$ cat src/rtl/wq_drain.sv
module wq_drain #(
  parameter int DW          = 16,
  parameter int CW          = 16,
  parameter int AW          = 16,
  parameter int INCW        = 8,
  parameter int DEPTH       = 4,
  parameter int CRAM_WORDS  = 64,
  parameter int VSRAM_WORDS = 40
) (
  input  logic            clk,
  input  logic            rst_n,
  input  logic [CW-1:0]   cycle_now,
  input  logic            push,
  input  logic [DW-1:0]   push_data,
  input  logic [CW-1:0]   push_when,
  output logic            wr_wait,
  input  logic            slot,
  input  logic            dma_busy,
  input  logic            dma_en,
  input  logic [3:0]      cmd_tgt,
  input  logic            cmd_dma,
  input  logic [INCW-1:0] autoinc,
  input  logic            addr_ld,
  input  logic [AW-1:0]   addr_in,
  output logic [AW-1:0]   addr,
  output logic            wr_en,
  output logic [1:0]      wr_target,
  output logic [AW-1:0]   wr_addr,
  output logic [DW-1:0]   wr_data,
  output logic            idle_slot,
  output logic            fill_start,
  output logic [DW-1:0]   fill_value
);
  localparam int LW = $clog2(DEPTH + 1);
  localparam int PW = $clog2(DEPTH);
  localparam int IW = $clog2(CRAM_WORDS);
  localparam int HW = DW / 2;

  logic [DW-1:0]    q_data [DEPTH];
  logic [CW-1:0]    q_when [DEPTH];
  logic [DEPTH-1:0] q_part;
  logic [LW-1:0]    cnt;

  logic empty, full, head_ok, serve, act, is_fill;
  logic t_vram, t_cram, t_vsram, vs_ok, vram_first, pop, bump, psh;
  logic [IW-1:0] widx;
  logic [PW-1:0] push_idx;

  assign empty   = (cnt == '0);
  assign full    = (cnt == LW'(DEPTH));
  assign head_ok = !empty && (q_when[0] <= cycle_now);
  assign serve   = slot && !dma_busy;
  assign act     = serve && head_ok;
  assign is_fill = act && dma_en && cmd_dma;
  assign t_vram  = (cmd_tgt == 4'd1);
  assign t_cram  = (cmd_tgt == 4'd3);
  assign t_vsram = (cmd_tgt == 4'd5);
  assign widx    = addr[IW:1];
  assign vs_ok   = (int'(widx) < VSRAM_WORDS);

  assign vram_first = act && !is_fill && t_vram && !q_part[0];
  assign pop        = act && !vram_first;
  assign bump       = pop && !is_fill;
  assign psh        = push && !full;
  assign push_idx   = pop ? PW'(cnt - 1'b1) : PW'(cnt);

  assign wr_wait    = full;
  assign idle_slot  = serve && !head_ok;
  assign fill_start = is_fill;
  assign wr_en      = act && !is_fill && (t_vram || t_cram || (t_vsram && vs_ok));

  always_comb begin
    wr_target = 2'd0;
    wr_addr   = '0;
    wr_data   = '0;
    if (t_vram) begin
      wr_addr = {addr[AW-1:1], addr[0] ^ q_part[0]};
      wr_data = q_part[0] ? {{HW{1'b0}}, q_data[0][HW-1:0]}
                          : {{HW{1'b0}}, q_data[0][DW-1:HW]};
    end else begin
      wr_target = t_cram ? 2'd1 : 2'd2;
      wr_addr   = AW'(widx);
      wr_data   = q_data[0];
    end
  end

  always_ff @(posedge clk) begin
    if (!rst_n) begin
      cnt        <= '0;
      addr       <= '0;
      fill_value <= '0;
      q_part     <= '0;
      for (int i = 0; i < DEPTH; i++) begin
        q_data[i] <= '0;
        q_when[i] <= '0;
      end
    end else begin
      if (pop) begin
        for (int i = 0; i < DEPTH - 1; i++) begin
          q_data[i] <= q_data[i+1];
          q_when[i] <= q_when[i+1];
          q_part[i] <= q_part[i+1];
        end
        q_data[DEPTH-1] <= '0;
        q_when[DEPTH-1] <= '0;
        q_part[DEPTH-1] <= 1'b0;
      end
      if (vram_first) q_part[0] <= 1'b1;
      if (psh) begin
        q_data[push_idx] <= push_data;
        q_when[push_idx] <= push_when;
        q_part[push_idx] <= 1'b0;
      end
      cnt <= cnt + LW'(psh) - LW'(pop);
      if (addr_ld)   addr <= addr_in;
      else if (bump) addr <= addr + AW'(autoinc);
      if (is_fill) fill_value <= q_data[0];
    end
  end

  p_no_overflow_r2: assert property (@(posedge clk) disable iff (!rst_n)
    cnt <= LW'(DEPTH));
  p_full_holds_r2: assert property (@(posedge clk) disable iff (!rst_n)
    (wr_wait && push && !pop) |=> wr_wait);
  p_idle_quiet_r3: assert property (@(posedge clk) disable iff (!rst_n)
    idle_slot |-> (!wr_en && !fill_start));
  p_vram_hold_r4: assert property (@(posedge clk) disable iff (!rst_n)
    (vram_first && !addr_ld) |=> ($stable(addr) && q_part[0] && !empty));
  p_vsram_range_r6: assert property (@(posedge clk) disable iff (!rst_n)
    (wr_en && wr_target == 2'd2) |-> (int'(wr_addr) < VSRAM_WORDS));
  p_pop_count_r7: assert property (@(posedge clk) disable iff (!rst_n)
    (pop && !push) |=> (cnt == $past(cnt) - 1'b1));
  p_fill_addr_r8: assert property (@(posedge clk) disable iff (!rst_n)
    (fill_start && !addr_ld) |=> $stable(addr));
  p_busy_slot_r9: assert property (@(posedge clk) disable iff (!rst_n)
    (slot && dma_busy) |-> (!wr_en && !idle_slot && !fill_start));
endmodule

$ cat config.mk
export PLATFORM = sky130hd
export DESIGN_NAME = wq_drain
export DESIGN_NICKNAME = d
export VERILOG_FILES = /design/src/rtl/wq_drain.sv
export SDC_FILE = /design/constraint.sdc
export NUM_CORES = 1
export LEC_CHECK = 0
export ABC_CLOCK_PERIOD_IN_PS = 4700
export BUFFER_PORTS_ARGS = -buffer_cell sky130_fd_sc_hd__buf_2
export CAP_MARGIN = 20
export CORE_MARGIN = 4
export CORE_UTILIZATION = 40
export DETAILED_ROUTE_END_ITERATION = 8
export SYNTH_ARGS = -nofsm -noshare
export SYNTH_HDL_FRONTEND = slang
export SYNTH_SLANG_ARGS = --single-unit
$ cat constraint.sdc
create_clock -name clk -period 4.7 [get_ports clk]
set_clock_uncertainty 0.1 [all_clocks]
set_input_delay 0.94 -clock clk [delete_from_list [all_inputs] [get_ports clk]]
set_output_delay 0.94 -clock clk [all_outputs]
set_load 0.01 [all_outputs]
Word level (Yosys, flattened, before mapping)
Memory sizes are Yosys's and may differ from the RTL's.
Index checks and enable logic that the tools add are counted.
W data, S select, Z words.
Operators by class
  $add $sub $neg: 4
  order comparisons: 4
  equality and inequality tests: 4
  muxes and demuxes: 30
  bitwise gates (word level): 11
  reductions and logical operators: 26
Operators by type and width (count)
  $mux W16: 12
  $add A16 B8 Y16: 1
  $le A16 B16 Y1: 1
  $logic_and A1 B1 Y1: 15
  $mux W4: 3
  $mux W1: 10
  $mux W8: 1
  $or A1 B1 Y1: 8
  $logic_not A1 Y1: 7
  $lt A6 B6 Y1 const B: 1
  $mux W2: 3
  $and A4 B4 Y4: 1
  $eq A4 B1 Y1 const B: 1
  $eq A4 B2 Y1 const B: 1
  $eq A4 B3 Y1 const B: 1
  $not A4 Y4: 1
  $add A3 B1 Y3: 1
  $eq A3 B3 Y1 const B: 1
  $logic_not A3 Y1: 1
  $lt A2 B3 Y1 const B: 1
  $sub A3 B1 Y3: 1
  $demux W1 S2: 1
  $ge A2 B1 Y1 const B: 1
  $logic_or A1 B1 Y1: 2
  other kinds (3): 3
Word-level totals
  bits in registers: 39
  memory bits (writable): 128
  input port bits: 84
  output and inout port bits: 70
  logic and storage cells: 85
  memories: 2
Memory list
  q_data: words 4, width 16, read ports 4, clocked after Yosys merged registers in 0, wr ports 5, RTL line 39  | logic [DW-1:0] q_data [DEPTH];
  q_when: words 4, width 16, read ports 4, clocked after Yosys merged registers in 0, wr ports 5, RTL line 40  | logic [CW-1:0] q_when [DEPTH];

Logic depth before layout (Yosys ltp)
Gate-level depths: netlist (run 1).
  depth after elaboration: 20
  gate-level depth with buffers: 18
  depth with buffers taken out: 17

Worst setup path before layout (run 1)
OpenSTA, ideal clock, no wires.
  kind: input to register
  start point: in cycle_now[13]
  end point: mem q_data[3][0] (enable)
  library setup time: 0.397 ns
  arrival time: 3.270 ns
  slack: 0.934 ns
  stages: 11
  cells stage by stage: inv_1 > ha_1 > a211oi_1 > nor2_1 > a21oi_1 > nand4b_4 > a21oi_4 > nand2_4 > inv_4 > buf_12 > a311o_1
RTL lines
  start, declared: RTL line 12  | input logic [CW-1:0] cycle_now,
  end, declared: RTL line 39

Worst setup path in the final report (run 1)
  start point: in cycle_now[11]
  end point: out wr_en
Between the ends
  longest elaborated chain between the ends: 8
Ends and longest elaborated chain
  $le A16 B16 Y1 (*): RTL line 51  | assign head_ok = !empty && (q_when[0] <= cycle_now);
  $logic_and A1 B1 Y1 (*): RTL line 51
  $logic_and A1 B1 Y1 (*): RTL line 53  | assign act = serve && head_ok;
  $logic_and A1 B1 Y1 (2 in a row): RTL line 54  | assign is_fill = act && dma_en && cmd_dma;
  $logic_not A1 Y1: RTL line 70  | assign wr_en = act && !is_fill && (t_vram || t_cram || (t_vsram && vs_ok));
  $logic_and A1 B1 Y1 (*) (2 in a row): RTL line 70
  end, declared: RTL line 26  | output logic wr_en,
Every way passes the cells marked *; elsewhere a longest branch is shown, timed or not.

==> results of run 1 <==
[critical path, stage by stage]
cell      delay, ps
buf_2            80
inv_1            30
ha_1            300
nand4_1         160
nor4_2          340
nand2_1         270
a21oi_4         280
nand2_1         120
nor4bb_1        260
buf_2           170
[per-stage QoR]
stage	hold slack [ps]	utilization, %	total power, uW	std cells	area [um2]
2_1_floorplan	304	-	3040	703	8320
3_3_place_gp	320	45.7	3380	1096	9320
3_5_place_dp	317	45.7	3410	1096	9320
4_1_cts	328	48.7	4820	1128	9910
5_1_grt	363	48.7	5030	1128	9910
6_report	326	48.7	4770	1129	9920
[layer usage]
layer  GRT usage, %  part of all wire (%)  vias to the layer above
met1           21.3                    44                     2821
met4           4.75                   1.6                        0
met5              0                     0                        -
met3           3.81                   4.8                       22
li1               -                     -                     2929
met2           29.1                    49                      136
[power breakdown]
group | internal (uW) | switching [uW]
clock | 763 | 652
sequential | 1970 | 162
combinational | 453 | 770
[kinds of logic (layout without fill, tap and decap cells)]
kind of cell / Yosys count / count (layout)
other cells: 0 / 1
xor+xnor: 7 / 7
simple gates: 210 / 210
mux: 36 / 36
buf+inv: 83 / 238
fa+ha+maj: 29 / 29
compound gates: 171 / 171
flops: 167 / 167
[worst min-delay path by stage]
stage	startpoint	to	slack, ps	depth (start not counted)
CTS	q_part[3]	q_part[3]	330	2
floorplan	q_part[3]	q_part[3]	300	2
global placement	q_part[3]	q_part[3]	320	2
global route	q_part[3]	q_part[3]	360	2
detailed placement	q_part[3]	q_part[3]	320	2
finish	q_part[3]	q_part[3]	330	2
[state kept, by name, indices dropped and copies added, names as in the netlist]
signal / flops
q_part: 4
q_data: 64
q_when: 64
cnt: 3
addr: 16
fill_value: 16
[cell type report]
type | instances | area (um2) | area share, %
antenna | 1 | 2.50 | 0.0252
clock buffer | 17 | 425 | 4.29
clock inverter | 15 | 171 | 1.73
inverter | 35 | 134 | 1.35
multi-input combinational | 453 | 3270 | 33.0
sequential | 167 | 4620 | 46.6
tap | 270 | 338 | 3.41
timing repair buffer | 171 | 951 | 9.59
[cell usage in the layout (no fill, tap or decap), types with 3 or more instances in the layout]
master,synthesis,layout
nand4_1,8,8
buf_2,11,153
buf_4,8,14
clkbuf_16,0,17
mux2i_1,19,19
and3_1,7,7
a31o_2,3,3
nor2_1,74,73
inv_1,34,34
nor4_1,5,5
buf_12,1,4
o21a_1,7,7
ha_1,27,27
a211oi_1,5,4
o2bb2ai_2,3,3
mux2i_4,4,4
a21oi_1,16,16
dfxtp_1,39,39
o31a_1,3,3
nand2_1,54,54
xnor2_1,5,5
nor2b_1,12,12
and2_1,11,11
o21ai_0,20,20
a31oi_1,4,4
nor3_1,7,7
inv_6,0,6
edfxtp_1,128,128
mux2_2,13,13
o211ai_1,3,3
o2bb2ai_1,93,93
nand3_1,12,12
nand2b_1,5,5
inv_8,0,5
==> qor.csv, run 1 <==
stage;metric;value;unit
run_status;status;complete, no violations;
logic_synthesis;yosysWarnings;0;
logic_synthesis;muxShareOfSynthArea;5.13;%
floorplanning;io_pins;154;
clocking;path_clk_slew;70;ps
clocking;cts_resized;0;
logic_synthesis;synthSimpleGateAreaFrac;12.3;%
floorplanning;die_x;152;um
setup_path;cp-startpoint;cycle_now[11];
grt;grt_antenna_before_repair;0;
route;wire_per_inst;17.1;um
final_layout;layout-drive-gt1-share;27.9;%
grt;track_usage;16.8;%
grt;grt_pass1_wl;31400;um
place;place_ws;511;ps
logic_synthesis;synth_seq_area_share;55.6;%
logic_synthesis;yosys-top-cells-count;edfxtp_1 (128), o2bb2ai_1 (93), nor2_1 (74), nand2_1 (54), dfxtp_1 (39);
logic_synthesis;post-synth-top-area-cell;edfxtp_1;
route;vias_per_cell;5.23;
final_layout;fillers;1821;
setup_path;worstRegToRegCells;15;
sta;grt_setup_unrepaired;no;
setup_path;r2r_slack;1140;ps
grt;grt_overflow;0;
final_layout;nNetsFinal;958;
route;drt_iter0_drc;267;
sta;hold_violations;0;
sta;worst_slack;690;ps
setup_path;crit_arrival;2970;ps
logic_synthesis;synth_top_family_by_area;compound AO/OA/AOI/OAI gates;
logic_synthesis;synth_top_area_share;46.2;%
clocking;cts_num_sinks;167;
place;port_buffers;153;
min_path;worstHoldPathType;flip-flop to flip-flop;
setup_path;cp-endpoint;wr_en;
route;vias;5908;
setup_path;r2r_end;cnt[2];
logic_synthesis;synth_edf_count;128;
logic_synthesis;synthMostInstantiatedCell;edfxtp_1;
route;wl;19400;um
logic_synthesis;ys_async_sr_fraction;0;%
logic_synthesis;synthXorXnorAreaFrac;0.737;%
clocking;clockBufferDepth;2;
clocking;cts_made_buffers;17;
logic_synthesis;synthFlopType;edfxtp_1;
sta;tightestPinTransition;898;ps
logic_synthesis;synth-seq-cells;167;
sta;timing.final.crit_period;4010;ps
run;drv_cap;0;
setup_path;start_kind;primary input;
place;dp_hpwl;14200;um
clocking;worstSkewPairLatency;430;ps
logic_synthesis;synthCells;703;
setup_path;worstPathRequired;3660;ps
floorplanning;initial_utilization;40.9;%
clocking;cts-root-buf;clkbuf_16;
clocking;cts_tree;built;
sta;period_share;85.3;%
setup_path;crit_type;primary input to output pin;
clocking;htreeDepth;4;
floorplanning;die_y;152;um
sta;max_freq;249;MHz
logic_synthesis;synthDistinctLibCells;60;
logic_synthesis;synthesis.area;8320;um2
grt;grt_pass1_vias;5862;
power_and_ir_drop;leakage;0.00392;uW
floorplanning;rows;52;
place;place_congestion;0.828;
logic_synthesis;synth_adder_area_share;4.54;%
route;drc;0;
logic_synthesis;synth_compound_area_share;16.4;%
final_layout;area_growth;19.2;%
route;first_pass_iters;4;
floorplanning;core_area;20400;um2
logic_synthesis;syn_area_per_cell;11.8;um2
clocking;cts_setup_buffers;0;
clocking;ctsHoldBuffers;0;
power_and_ir_drop;cellPowerDensity;481;nW/um2
power_and_ir_drop;ir_drop;0.263;mV
logic_synthesis;synth_top_cells_by_area;edfxtp_1 (46%), o2bb2ai_1 (9.8%), dfxtp_1 (9.4%);
setup_path;rr_startpoint;q_when[0][11];
floorplanning;dieArea;23200;um2
logic_synthesis;synth_nets;816;
setup_path;end_kind;output pin;
setup_path;crit_fanout;6;
grt;grt_max_degree;34;
route;postRouteAntennaNets;0;
sta;relSlewSlack;40.1;%
sta;finalSetupViolations;0;
sta;drv_slew;0;
sta;finalSetupTns;0;ps
No activity file was read; power rests on OpenSTA's default activity.
==> run 2: changes to the inputs <==
--- a/config.mk
+++ b/config.mk
@@ -5,12 +5,13 @@
 export SDC_FILE = /design/constraint.sdc
 export NUM_CORES = 1
 export LEC_CHECK = 0
-export ABC_CLOCK_PERIOD_IN_PS = 4700
+export ABC_CLOCK_PERIOD_IN_PS = 4600
 export BUFFER_PORTS_ARGS = -buffer_cell sky130_fd_sc_hd__buf_2
 export CAP_MARGIN = 20
 export CORE_MARGIN = 4
 export CORE_UTILIZATION = 40
 export DETAILED_ROUTE_END_ITERATION = 8
+export MAX_ROUTING_LAYER = met4
 export SYNTH_ARGS = -nofsm -noshare
 export SYNTH_HDL_FRONTEND = slang
 export SYNTH_SLANG_ARGS = --single-unit
==> constraint.sdc (replaced) <==
create_clock -name clk -period 4.6 [get_ports clk]
set_clock_uncertainty 0.1 [all_clocks]
set_input_delay 0.92 -clock clk [delete_from_list [all_inputs] [get_ports clk]]
set_output_delay 0.92 -clock clk [all_outputs]
set_load 0.01 [all_outputs]
==> run 2 against run 1 <==
  * Sequential cell count stayed put
  * First-iteration DRC count is 39% higher
  * Global-route usage is 0.72 points higher
  * Count of clock-buffer cells in the layout stayed put
  * Cell area is 0.25% lower
  * Sequential share of layout area is 0.12 points higher
  * Worst setup slack worse by 50 ps
  * Core utilization is 0.12 points lower
  * Die area stayed put
  * Register-to-register slack worse by 130 ps
  * Critical path type unchanged
==> qor.csv, run 2 (same netlist as run 1, synthesis figures left out) <==
stage;metric;value;unit;change
run_status;status;complete, no violations;;
floorplanning;core_area;20400;um2;unchanged
setup_path;crit_arrival;2940;ps;-30 ps
sta;drv_slew;0;;unchanged
setup_path;crit_family;simple AND/OR/NAND/NOR gates;;
sta;hold_violations;0;;unchanged
sta;finalSetupViolations;0;;unchanged
setup_path;crit_fanout;6;;unchanged
route;vias;5962;;+0.91%
route;drt_iter0_drc;372;;+39%
route;first_pass_iters;4;;unchanged
setup_path;end_kind;output pin;;
setup_path;r2r_slack;1010;ps;-130 ps
setup_path;r2r_end;cnt[2];;
sta;grt_setup_unrepaired;no;;
clocking;ctsHoldBuffers;0;;unchanged
route;drc;0;;unchanged
route;wl;19800;um;+2.5%
place;dp_hpwl;14200;um;+0.29%
final_layout;fin_util;48.6;%;-0.12 points
clocking;cts_tree;built;;
power_and_ir_drop;total_power;4830;uW;+1.1%
place;port_buffers;153;;unchanged
setup_path;cp-endpoint;wr_en;;
min_path;hp-start;q_part[3];;
final_layout;layout-drive-gt1-share;27.7;%;-0.18 points
min_path;worstHoldPathType;flip-flop to flip-flop;;
clocking;cts-root-buf;clkbuf_16;;
floorplanning;io_pins;154;;unchanged
sta;period_share;86.1;%;
power_and_ir_drop;ir_drop;0.296;mV;+13%
floorplanning;dieArea;23200;um2;unchanged
floorplanning;die_x;152;um;unchanged
clocking;clockBufferDepth;2;;unchanged
sta;finalSetupTns;0;ps;unchanged
sta;max_freq;253;MHz;
setup_path;cp-startpoint;cycle_now[11];;
clocking;worstSkewPairLatency;420;ps;about the same
final_layout;layout_common_cells;buf_2 (153), edfxtp_1 (128), o2bb2ai_1 (93);;
setup_path;crit_buf_inv;3;;unchanged
clocking;cts_resized;0;;unchanged
setup_path;crit_slowest_cell;nor4_2;;
setup_path;crit_type;primary input to output pin;;
route;vias_per_cell;5.27;;+0.74%
grt;track_usage;17.6;%;+0.72 points
grt;grt_overflow;0;;unchanged
route;postRouteAntennaNets;0;;unchanged
setup_path;rr_startpoint;q_when[0][13];;
sta;timing.final.crit_period;3960;ps;
run;drv_cap;0;;unchanged
sta;finalHoldWorstSlack;325;ps;-1.15 ps
floorplanning;initial_utilization;40.9;%;unchanged
route;wire_per_inst;17.5;um;+2.3%
setup_path;crit_cells;10;;unchanged
clocking;htreeDepth;4;;unchanged
setup_path;worstPathRequired;3580;ps;-80 ps
floorplanning;rows;52;;unchanged
grt;grt_pass1_vias;5741;;-2.1%
setup_path;worstRegToRegCells;15;;unchanged
clocking;cts_num_sinks;167;;unchanged
place;place_congestion;0.847;;+2.4%
grt;grt_antenna_before_repair;1;;+1
clocking;path_clk_slew;60;ps;about the same
grt;grt_max_degree;34;;unchanged
final_layout;area_growth;18.9;%;
grt;grt_pass1_wl;31700;um;+0.97%
setup_path;max_stage_delay;350;ps;about the same
clocking;cts_setup_buffers;0;;unchanged
setup_path;path_cells;buf_2 > inv_1 > ha_1 > nand4_1 > nor4_2 > nand2_1 > a21oi_4 > nand2_1 > nor4bb_1 > buf_2;;
power_and_ir_drop;leakage;0.00390;uW;-0.48%
clocking;cts_made_buffers;17;;unchanged
power_and_ir_drop;cellPowerDensity;488;nW/um2;+1.4%
final_layout;final_common_cell;buf_2;;
sta;relSlewSlack;54.8;%;+15 points
final_layout;nNetsFinal;961;;+0.31%
final_layout;top_regs;q_data: 64 flops, q_when: 64 flops;;
floorplanning;die_y;152;um;unchanged
setup_path;start_kind;primary input;;
sta;tightestPinTransition;677;ps;-221 ps
## run 2: worst min-delay path by stage
stage / slack [ps] / endpoint / cells past startpoint
4_1_cts: 330 / q_part[3] / 2
3_3_place_gp: 320 / q_part[3] / 2
6_report: 330 / q_part[3] / 2
5_1_grt: 370 / q_part[3] / 2
3_5_place_dp: 320 / q_part[3] / 2
2_1_floorplan: 300 / q_part[3] / 2
## run 2: worst register-to-register path, stage by stage, from the launching register on
cell      delay (ps)
edfxtp_1         450
ha_1             350
nand4_2          130
nor4_2           350
nand2_1          280
a21oi_4          280
nand2_4          100
inv_4            190
ha_1             270
inv_1             60
ha_1             130
inv_1             50
fa_1             370
xor2_1           160
xnor2_1          150
nor2_1            50
## run 2: through the flow
stage	cells	instance area, um2	setup slack (ps)
2_1_floorplan	703	8320	854
3_5_place_dp	1099	9310	418
5_1_grt	1131	9890	400
4_1_cts	1130	9890	621
6_report	1131	9890	640
3_3_place_gp	1099	9310	556
## run 2: routing by layer
metal,track usage [%],part of all wire (%)
met1,22.5,46
met2,28.7,49
met3,4.20,4.3
met4,3.34,0.63
met5,-,0
## run 2: layout make-up
| class | instances | area, um2 |
|---|---|---|
| fill | 1865 | 10500 |
| sequential | 167 | 4620 |
| multi-input combinational | 453 | 3270 |
| timing repair buffer | 174 | 948 |
| clock buffer | 17 | 425 |
| tap | 270 | 338 |
| clock inverter | 14 | 149 |
| inverter | 35 | 134 |
| antenna | 1 | 2.50 |
## run 2: power by group
part / internal (uW) / switching [uW] / leakage (uW) / total [uW]
Clock: 800 / 588 / 0.000270 / 1390
Sequential: 2020 / 156 / 0.00167 / 2170
Combinational: 452 / 815 / 0.00196 / 1270
Total: 3270 / 1560 / 0.00390 / 4830
